## config.mk

```make
export PLATFORM = sky130hd
export DESIGN_NAME = exc_resume_calc
export DESIGN_NICKNAME = d
export VERILOG_FILES = /design/src/rtl/resume_pkg.sv /design/src/rtl/resume_decode.sv /design/src/rtl/resume_cond.sv /design/src/rtl/resume_target.sv /design/src/rtl/exc_resume_calc.sv
export SDC_FILE = /design/constraint.sdc
export NUM_CORES = 1
export LEC_CHECK = 0
export BUFFER_PORTS_ARGS = -buffer_cell sky130_fd_sc_hd__buf_2
export CORE_ASPECT_RATIO = 0.6
export CORE_UTILIZATION = 30
export CTS_CLUSTER_SIZE = 14
export DETAILED_ROUTE_END_ITERATION = 10
export GPL_TIMING_DRIVEN = 0
export PLACE_DENSITY_LB_ADDON = 0.1
export SLEW_MARGIN = 10
export SYNTH_ARGS = -nofsm -noshare
export SYNTH_HDL_FRONTEND = slang
export SYNTH_SLANG_ARGS = --single-unit
export TNS_END_PERCENT = 100
```

## constraint.sdc

```tcl
create_clock -name clk -period 8.3 [get_ports clk]
set_input_delay 0.415 -clock clk [delete_from_list [all_inputs] [get_ports clk]]
set_output_delay 0.415 -clock clk [all_outputs]
set_load 0.03 [all_outputs]
```

## src/rtl/resume_pkg.sv

```systemverilog
package resume_pkg;

   localparam int unsigned WORD_W = 32;

   localparam logic [5:0] OPC_SPECIAL = 6'h00;
   localparam logic [5:0] OPC_REGIMM  = 6'h01;
   localparam logic [5:0] OPC_JABS    = 6'h02;
   localparam logic [5:0] OPC_JABSL   = 6'h03;
   localparam logic [5:0] OPC_BEQ     = 6'h04;
   localparam logic [5:0] OPC_BNE     = 6'h05;
   localparam logic [5:0] OPC_BLEZ    = 6'h06;
   localparam logic [5:0] OPC_BGTZ    = 6'h07;
   localparam logic [5:0] FN_JREG     = 6'h08;
   localparam logic [5:0] FN_JREGL    = 6'h09;

   typedef enum logic [1:0] {
      ACT_RETRY = 2'b00,
      ACT_SKIP  = 2'b01,
      ACT_SIM   = 2'b10,
      ACT_RSVD  = 2'b11
   } action_e;

   typedef enum logic [1:0] {
      K_NONE,
      K_REL,
      K_ABS,
      K_REG
   } kind_e;

   typedef enum logic [2:0] {
      C_EQ,
      C_NE,
      C_LEZ,
      C_GTZ,
      C_LTZ,
      C_GEZ
   } cond_e;

   typedef struct packed {
      kind_e kind;
      cond_e cond;
   } xfer_t;

endpackage

```

## src/rtl/resume_decode.sv

```systemverilog
module resume_decode
   import resume_pkg::*;
(
   input  logic [15:0] word_hi,
   input  logic [5:0]  word_fn,
   output xfer_t       xfer,
   output logic        sel_a_zero,
   output logic        sel_b_zero
);
   logic [5:0] opc;
   logic [4:0] sel_a;
   logic [4:0] sel_b;

   assign opc   = word_hi[15:10];
   assign sel_a = word_hi[9:5];
   assign sel_b = word_hi[4:0];

   assign sel_a_zero = (sel_a == 5'd0);
   assign sel_b_zero = (sel_b == 5'd0);

   always_comb begin
      xfer.kind = K_NONE;
      xfer.cond = C_EQ;
      unique case (opc)
         OPC_BEQ:  begin xfer.kind = K_REL; xfer.cond = C_EQ;  end
         OPC_BNE:  begin xfer.kind = K_REL; xfer.cond = C_NE;  end
         OPC_BLEZ: begin xfer.kind = K_REL; xfer.cond = C_LEZ; end
         OPC_BGTZ: begin xfer.kind = K_REL; xfer.cond = C_GTZ; end
         OPC_REGIMM: begin
            unique case (sel_b)
               5'h00, 5'h10: begin xfer.kind = K_REL; xfer.cond = C_LTZ; end
               5'h01, 5'h11: begin xfer.kind = K_REL; xfer.cond = C_GEZ; end
               default:      xfer.kind = K_NONE;
            endcase
         end
         OPC_JABS, OPC_JABSL: xfer.kind = K_ABS;
         OPC_SPECIAL: begin
            if (word_fn == FN_JREG || word_fn == FN_JREGL)
               xfer.kind = K_REG;
         end
         default: xfer.kind = K_NONE;
      endcase
   end
endmodule

```

## src/rtl/resume_cond.sv

```systemverilog
module resume_cond
   import resume_pkg::*;
#(
   parameter int unsigned XLEN      = 32,
   parameter bit          SIGN_TEST = 1'b1
) (
   input  logic [XLEN-1:0] val_a,
   input  logic [XLEN-1:0] val_b,
   input  cond_e           cond,
   output logic            taken
);
   logic is_neg;
   logic is_zero;
   logic is_eq;

   assign is_eq = (val_a == val_b);

   generate
      if (SIGN_TEST) begin : g_signbit
         assign is_neg  = val_a[XLEN-1];
         assign is_zero = ~|val_a;
      end else begin : g_compare
         assign is_neg  = ($signed(val_a) < $signed({XLEN{1'b0}}));
         assign is_zero = (val_a == {XLEN{1'b0}});
      end
   endgenerate

   always_comb begin
      unique case (cond)
         C_EQ:    taken = is_eq;
         C_NE:    taken = ~is_eq;
         C_LEZ:   taken = is_neg | is_zero;
         C_GTZ:   taken = ~is_neg & ~is_zero;
         C_LTZ:   taken = is_neg;
         C_GEZ:   taken = ~is_neg;
         default: taken = 1'b0;
      endcase
   end
endmodule

```

## src/rtl/resume_target.sv

```systemverilog
module resume_target #(
   parameter int unsigned XLEN    = 32,
   parameter int unsigned OFF_W   = 16,
   parameter int unsigned IDX_W   = 26,
   parameter int unsigned SHIFT   = 2
) (
   input  logic [XLEN-1:0]  epc,
   input  logic [OFF_W-1:0] offset,
   input  logic [IDX_W-1:0] index,
   output logic [XLEN-1:0]  seq_addr,
   output logic [XLEN-1:0]  after_addr,
   output logic [XLEN-1:0]  rel_addr,
   output logic [XLEN-1:0]  abs_addr
);
   localparam int unsigned STEP     = 1 << SHIFT;
   localparam int unsigned REGION_W = XLEN - IDX_W - SHIFT;

   logic [XLEN-1:0] off_ext;

   assign seq_addr   = epc + XLEN'(STEP);
   assign after_addr = epc + XLEN'(2 * STEP);
   assign off_ext    = {{(XLEN-OFF_W){offset[OFF_W-1]}}, offset} << SHIFT;
   assign rel_addr   = seq_addr + off_ext;
   assign abs_addr   = {seq_addr[XLEN-1 -: REGION_W], index, {SHIFT{1'b0}}};
endmodule

```

## src/rtl/exc_resume_calc.sv

```systemverilog
module exc_resume_calc
   import resume_pkg::*;
#(
   parameter int unsigned XLEN      = 32,
   parameter int unsigned OFF_W     = 16,
   parameter int unsigned IDX_W     = 26,
   parameter int unsigned INSN_B    = 4,
   parameter bit          SIGN_TEST = 1'b1
) (
   input  logic             clk,
   input  logic             rst_n,
   input  logic             start,
   input  logic [XLEN-1:0]  epc,
   input  logic             in_delay_slot,
   input  logic [1:0]       action,
   input  logic [31:0]      branch_word,
   input  logic [XLEN-1:0]  op_a,
   input  logic [XLEN-1:0]  op_b,
   output logic [XLEN-1:0]  resume_addr,
   output logic             resume_valid,
   output logic             bad_branch
);
   localparam int unsigned SHIFT    = $clog2(INSN_B);
   localparam int unsigned REGION_W = XLEN - IDX_W - SHIFT;

   generate
      if (REGION_W < 1 || REGION_W >= XLEN) begin : g_bad_region
         $error("exc_resume_calc: index width leaves no region bits");
      end
      if (OFF_W + SHIFT > XLEN || OFF_W > 16) begin : g_bad_offset
         $error("exc_resume_calc: offset field does not fit");
      end
      if ((1 << SHIFT) != INSN_B) begin : g_bad_step
         $error("exc_resume_calc: instruction size must be a power of two");
      end
      if (XLEN != WORD_W) begin : g_bad_xlen
         $error("exc_resume_calc: address width must match word width");
      end
   endgenerate

   xfer_t           xfer;
   logic            a_zero, b_zero;
   logic [XLEN-1:0] val_a, val_b;
   logic            taken;
   logic [XLEN-1:0] seq_addr, after_addr, rel_addr, abs_addr;
   logic [XLEN-1:0] nxt_addr;
   logic            nxt_bad;
   logic            advance;
   action_e         act;

   resume_decode u_decode (
      .word_hi    (branch_word[31:16]),
      .word_fn    (branch_word[5:0]),
      .xfer       (xfer),
      .sel_a_zero (a_zero),
      .sel_b_zero (b_zero)
   );

   assign val_a = a_zero ? '0 : op_a;
   assign val_b = b_zero ? '0 : op_b;

   resume_cond #(.XLEN(XLEN), .SIGN_TEST(SIGN_TEST)) u_cond (
      .val_a (val_a),
      .val_b (val_b),
      .cond  (xfer.cond),
      .taken (taken)
   );

   resume_target #(.XLEN(XLEN), .OFF_W(OFF_W), .IDX_W(IDX_W), .SHIFT(SHIFT)) u_target (
      .epc        (epc),
      .offset     (branch_word[OFF_W-1:0]),
      .index      (branch_word[IDX_W-1:0]),
      .seq_addr   (seq_addr),
      .after_addr (after_addr),
      .rel_addr   (rel_addr),
      .abs_addr   (abs_addr)
   );

   assign act     = action_e'(action);
   assign advance = (act == ACT_SKIP) || (act == ACT_SIM);

   always_comb begin
      nxt_addr = epc;
      nxt_bad  = 1'b0;
      if (advance) begin
         if (!in_delay_slot) begin
            nxt_addr = seq_addr;
         end else begin
            unique case (xfer.kind)
               K_REL:   nxt_addr = taken ? rel_addr : after_addr;
               K_ABS:   nxt_addr = abs_addr;
               K_REG:   nxt_addr = val_a;
               default: begin
                  nxt_addr = after_addr;
                  nxt_bad  = 1'b1;
               end
            endcase
         end
      end
   end

   always_ff @(posedge clk) begin
      if (!rst_n) begin
         resume_addr  <= '0;
         resume_valid <= 1'b0;
         bad_branch   <= 1'b0;
      end else begin
         resume_valid <= start;
         if (start) begin
            resume_addr <= nxt_addr;
            bad_branch  <= nxt_bad;
         end
      end
   end

   // outputs cleared while in reset
   p_reset_clear_r10: assert property (@(posedge clk)
      !rst_n |=> (!resume_valid && resume_addr == '0 && !bad_branch));

   p_start_valid_r9: assert property (@(posedge clk) disable iff (!rst_n)
      start |=> resume_valid);

   p_idle_hold_r9: assert property (@(posedge clk) disable iff (!rst_n)
      !start |=> (!resume_valid && $stable(resume_addr) && $stable(bad_branch)));

   p_retry_plain_r1: assert property (@(posedge clk) disable iff (!rst_n)
      (start && !in_delay_slot && !(action == 2'b01 || action == 2'b10))
      |=> (resume_addr == $past(epc) && !bad_branch));

   p_step_plain_r1: assert property (@(posedge clk) disable iff (!rst_n)
      (start && !in_delay_slot && (action == 2'b01 || action == 2'b10))
      |=> (resume_addr == $past(epc) + XLEN'(INSN_B) && !bad_branch));

   p_retry_slot_r2: assert property (@(posedge clk) disable iff (!rst_n)
      (start && in_delay_slot && !(action == 2'b01 || action == 2'b10))
      |=> (resume_addr == $past(epc) && !bad_branch));

   p_bad_fallback_r8: assert property (@(posedge clk) disable iff (!rst_n)
      (resume_valid && bad_branch) |-> (resume_addr == $past(epc) + XLEN'(2 * INSN_B)));

   p_bad_cause_r8: assert property (@(posedge clk) disable iff (!rst_n)
      (start && !(in_delay_slot && (action == 2'b01 || action == 2'b10))) |=> !bad_branch);

endmodule

```

==> out/qor.yml <==
sta:
  finClkSkew_ns: 0
  hold_viol_final: 0
  fin_tns_setup_ns: 0
  tightest_slew_ns: 1.26
  setup_viol: 0
  fmax_mhz: 162
  fin_crit_ns: 6.16
  finalCritPeriodShare: 0.742
  slew_headroom: 0.156
  rsz0062_at_grt: "false"
  slew_viol_final: 0
place:
  dpl.cell_count: 1435
  hpwlAfterDp_um: 29700
  port_buffers: 150
  gp_congestion: 0.979
layout:
  drive_above_1_share: 0.164
  nFillCells: 2408
  final_common_cell: "buf_2"
  multiInputGateArea_um2: 5600
  mostFrequentLayoutCells: "152 x buf_2, 111 x nor2_1, 102 x nand2_1, 102 x a21oi_1, 80 x o21ai_0"
  layout.nets: 1333
  syn_to_final_growth_pct: 18.9
  final_cells: 1445
  regArea_um2: 681
routing:
  num_vias: 8853
  route.detailed.wl_per_inst_um: 25.2
  routed_via_density: 6.13
  wl_um: 36400
  drc: 0
  drtIter0Drc: 1308
  ant_nets: 0
  drt_pre_antenna_iters: 5
critical_path:
  worst_setup_path_end_kind: "register"
  crit_arrival_ns: 6.36
  critPathMaxFanout: 10
  crit_required_ns: 8.50
  slowest_delay_ns: 1.10
  cp_top_family: "simple AND/OR/NAND/NOR gates"
  crit_slowest_cell: "nor4_2"
  critPathKind: "primary input to register"
  critPathLaunchType: "primary input"
  path_cells: "clkbuf_1, nand3_1, nor4_2, nand2_1, or2_2, xnor2_1, ha_1, and2_1, a221o_1, a21o_1, a2111oi_0, a21oi_1, a221o_1, a21oi_1, xnor2_1, o21ai_0, and3_1"
  path_buf_inv: 1
yosys:
  ys_warn_count: 0
  synth_cell_types: 73
  synth_top_flop_cell: "dfxtp_1"
  yosys.area.top_type: "dfxtp_1"
  synthesis.area_um2: 6660
  yosysTopAreaCellShare: 0.102
  synth.avg_cell_area_um2: 6.62
  ys_async_sr_fraction: 0
  synth_edf_count: 0
  synth_area_leaders: "dfxtp_1 10%, xnor2_1 9.1%, a21oi_1 7.7%"
  synth-seq-area-share: 0.102
  netlist_instances: 1006
  syn-num-nets: 1176
  synth-seq-cells: 34
grt:
  track_usage: 0.312
  grt-ovfl-total: 0
  antenna_found_initial: 1
  grt_max_degree: 18
  grt_pass1_wl_um: 52500
  grt_pass1_vias: 7938
cts:
  ctsHoldBuffers: 0
  cts_buffer_depth: 2
  h-tree-depth: 2
  post_cts_resized: 0
  cts.clk_slew.worst_paths_ns: 0.07
  clkLatencyLatePin_ns: 0.31
  cts.sinks: 34
  cts_tree: "done"
  post_cts_buffers: 0
  numCtsBuffers: 5
  root_buffer: "clkbuf_16"
floorplanning:
  ios: 168
  fp.dieW_um: 194
  start_util: 0.312
  dieArea_um2: 22800
  coreArea_um2: 21400
  rows: 41
  fp.dieH_um: 117
power:
  ir_drop_v: 0.0000608
  power.total_uw: 852
  leakage_uw: 0.00311
  power.density_nw_per_um2: 108
job:
  maxCapViolCount: 0
worst_hold_path:
  hold_path_class: "register to register"
run_status:
  status: "complete, no violations"
## report_power, final
| part | leakage (uW) | switching (uW) | internal [uW] |
|---|---|---|---|
| registers | 0.000282 | 8.85 | 178 |
| clock network | 0.0000729 | 95.7 | 120 |
| logic | 0.00276 | 295 | 156 |
## path summary, 6_finish.rpt
path                                                   start  slack (ns)  cells after the start                           end
worst max-delay path                                  epc[5]        2.14                     17  resume_addr[31]$_SDFFE_PN0P_
worst min-delay path            resume_addr[21]$_SDFFE_PN0P_        0.46                      2  resume_addr[21]$_SDFFE_PN0P_
worst max register to register  resume_addr[13]$_SDFFE_PN0P_        7.30                      3  resume_addr[13]$_SDFFE_PN0P_
worst min register to register  resume_addr[21]$_SDFFE_PN0P_        0.46                      2  resume_addr[21]$_SDFFE_PN0P_
## layout make-up
type | count | share of cell area
multi-input combinational | 882 | 0.707
clock buffer | 6 | 0.0175
sequential | 34 | 0.0859
timing repair buffer | 150 | 0.0948
tap | 279 | 0.0441
buffer | 70 | 0.0387
inverter | 20 | 0.00948
clock inverter | 2 | 0.00158
antenna | 2 | 0.000632
## worst register-to-register path, delay by kind of cell, from the launching register on
kind	cells	cell delay, ns
compound gates	3	0.53
flops	1	0.39
## routing by layer
layer	up-vias	routed length (um)	global-route usage
met1	4178	17900	0.487
li1	4085	-	-
met2	540	12500	0.373
met4	2	810	0.0759
met3	48	5220	0.125
met5	-	13	0
## metrics by stage
step	util	hold slack (ns)	worst slack (ns)	cell area, um^2
2_1_floorplan	-	0.569	3.65	6660
3_3_place_gp	0.363	0.441	2.13	7760
5_1_grt	0.370	0.487	1.92	7920
6_report	0.370	0.461	2.14	7920
4_1_cts	0.370	0.466	2.39	7920
3_5_place_dp	0.363	0.458	2.12	7760
## Yosys cell counts (all sizes together) (16+ instances only)
master	count
clkbuf	54
buf	16
nand3	38
o21ai	83
a21oi	102
a31oi	42
dfxtp	34
inv	19
nor2	111
xnor2	69
o211ai	22
xor2	32
nor3	35
nor4bb	16
ha	35
nand2	102
## registers in the layout (all words and copies together) (netlist names)
signal and flops:
resume_valid 1, resume_addr 32, bad_branch 1
## kinds of logic (layout without fill, tap and decap cells)
kind of cell | count (synthesis) | count (layout) | share of synthesized area
multiplexers | 13 | 13 | 0.0223
XOR/XNOR | 101 | 101 | 0.133
buffers and inverters | 90 | 248 | 0.0573
AND/OR/NAND/NOR | 381 | 381 | 0.284
AO/OA/AOI/OAI | 351 | 351 | 0.333
adder cells (fa/ha/maj) | 36 | 36 | 0.0687
other | 0 | 2 | 0
flip-flops | 34 | 34 | 0.102
No activity file was read; power rests on OpenSTA's default activity.
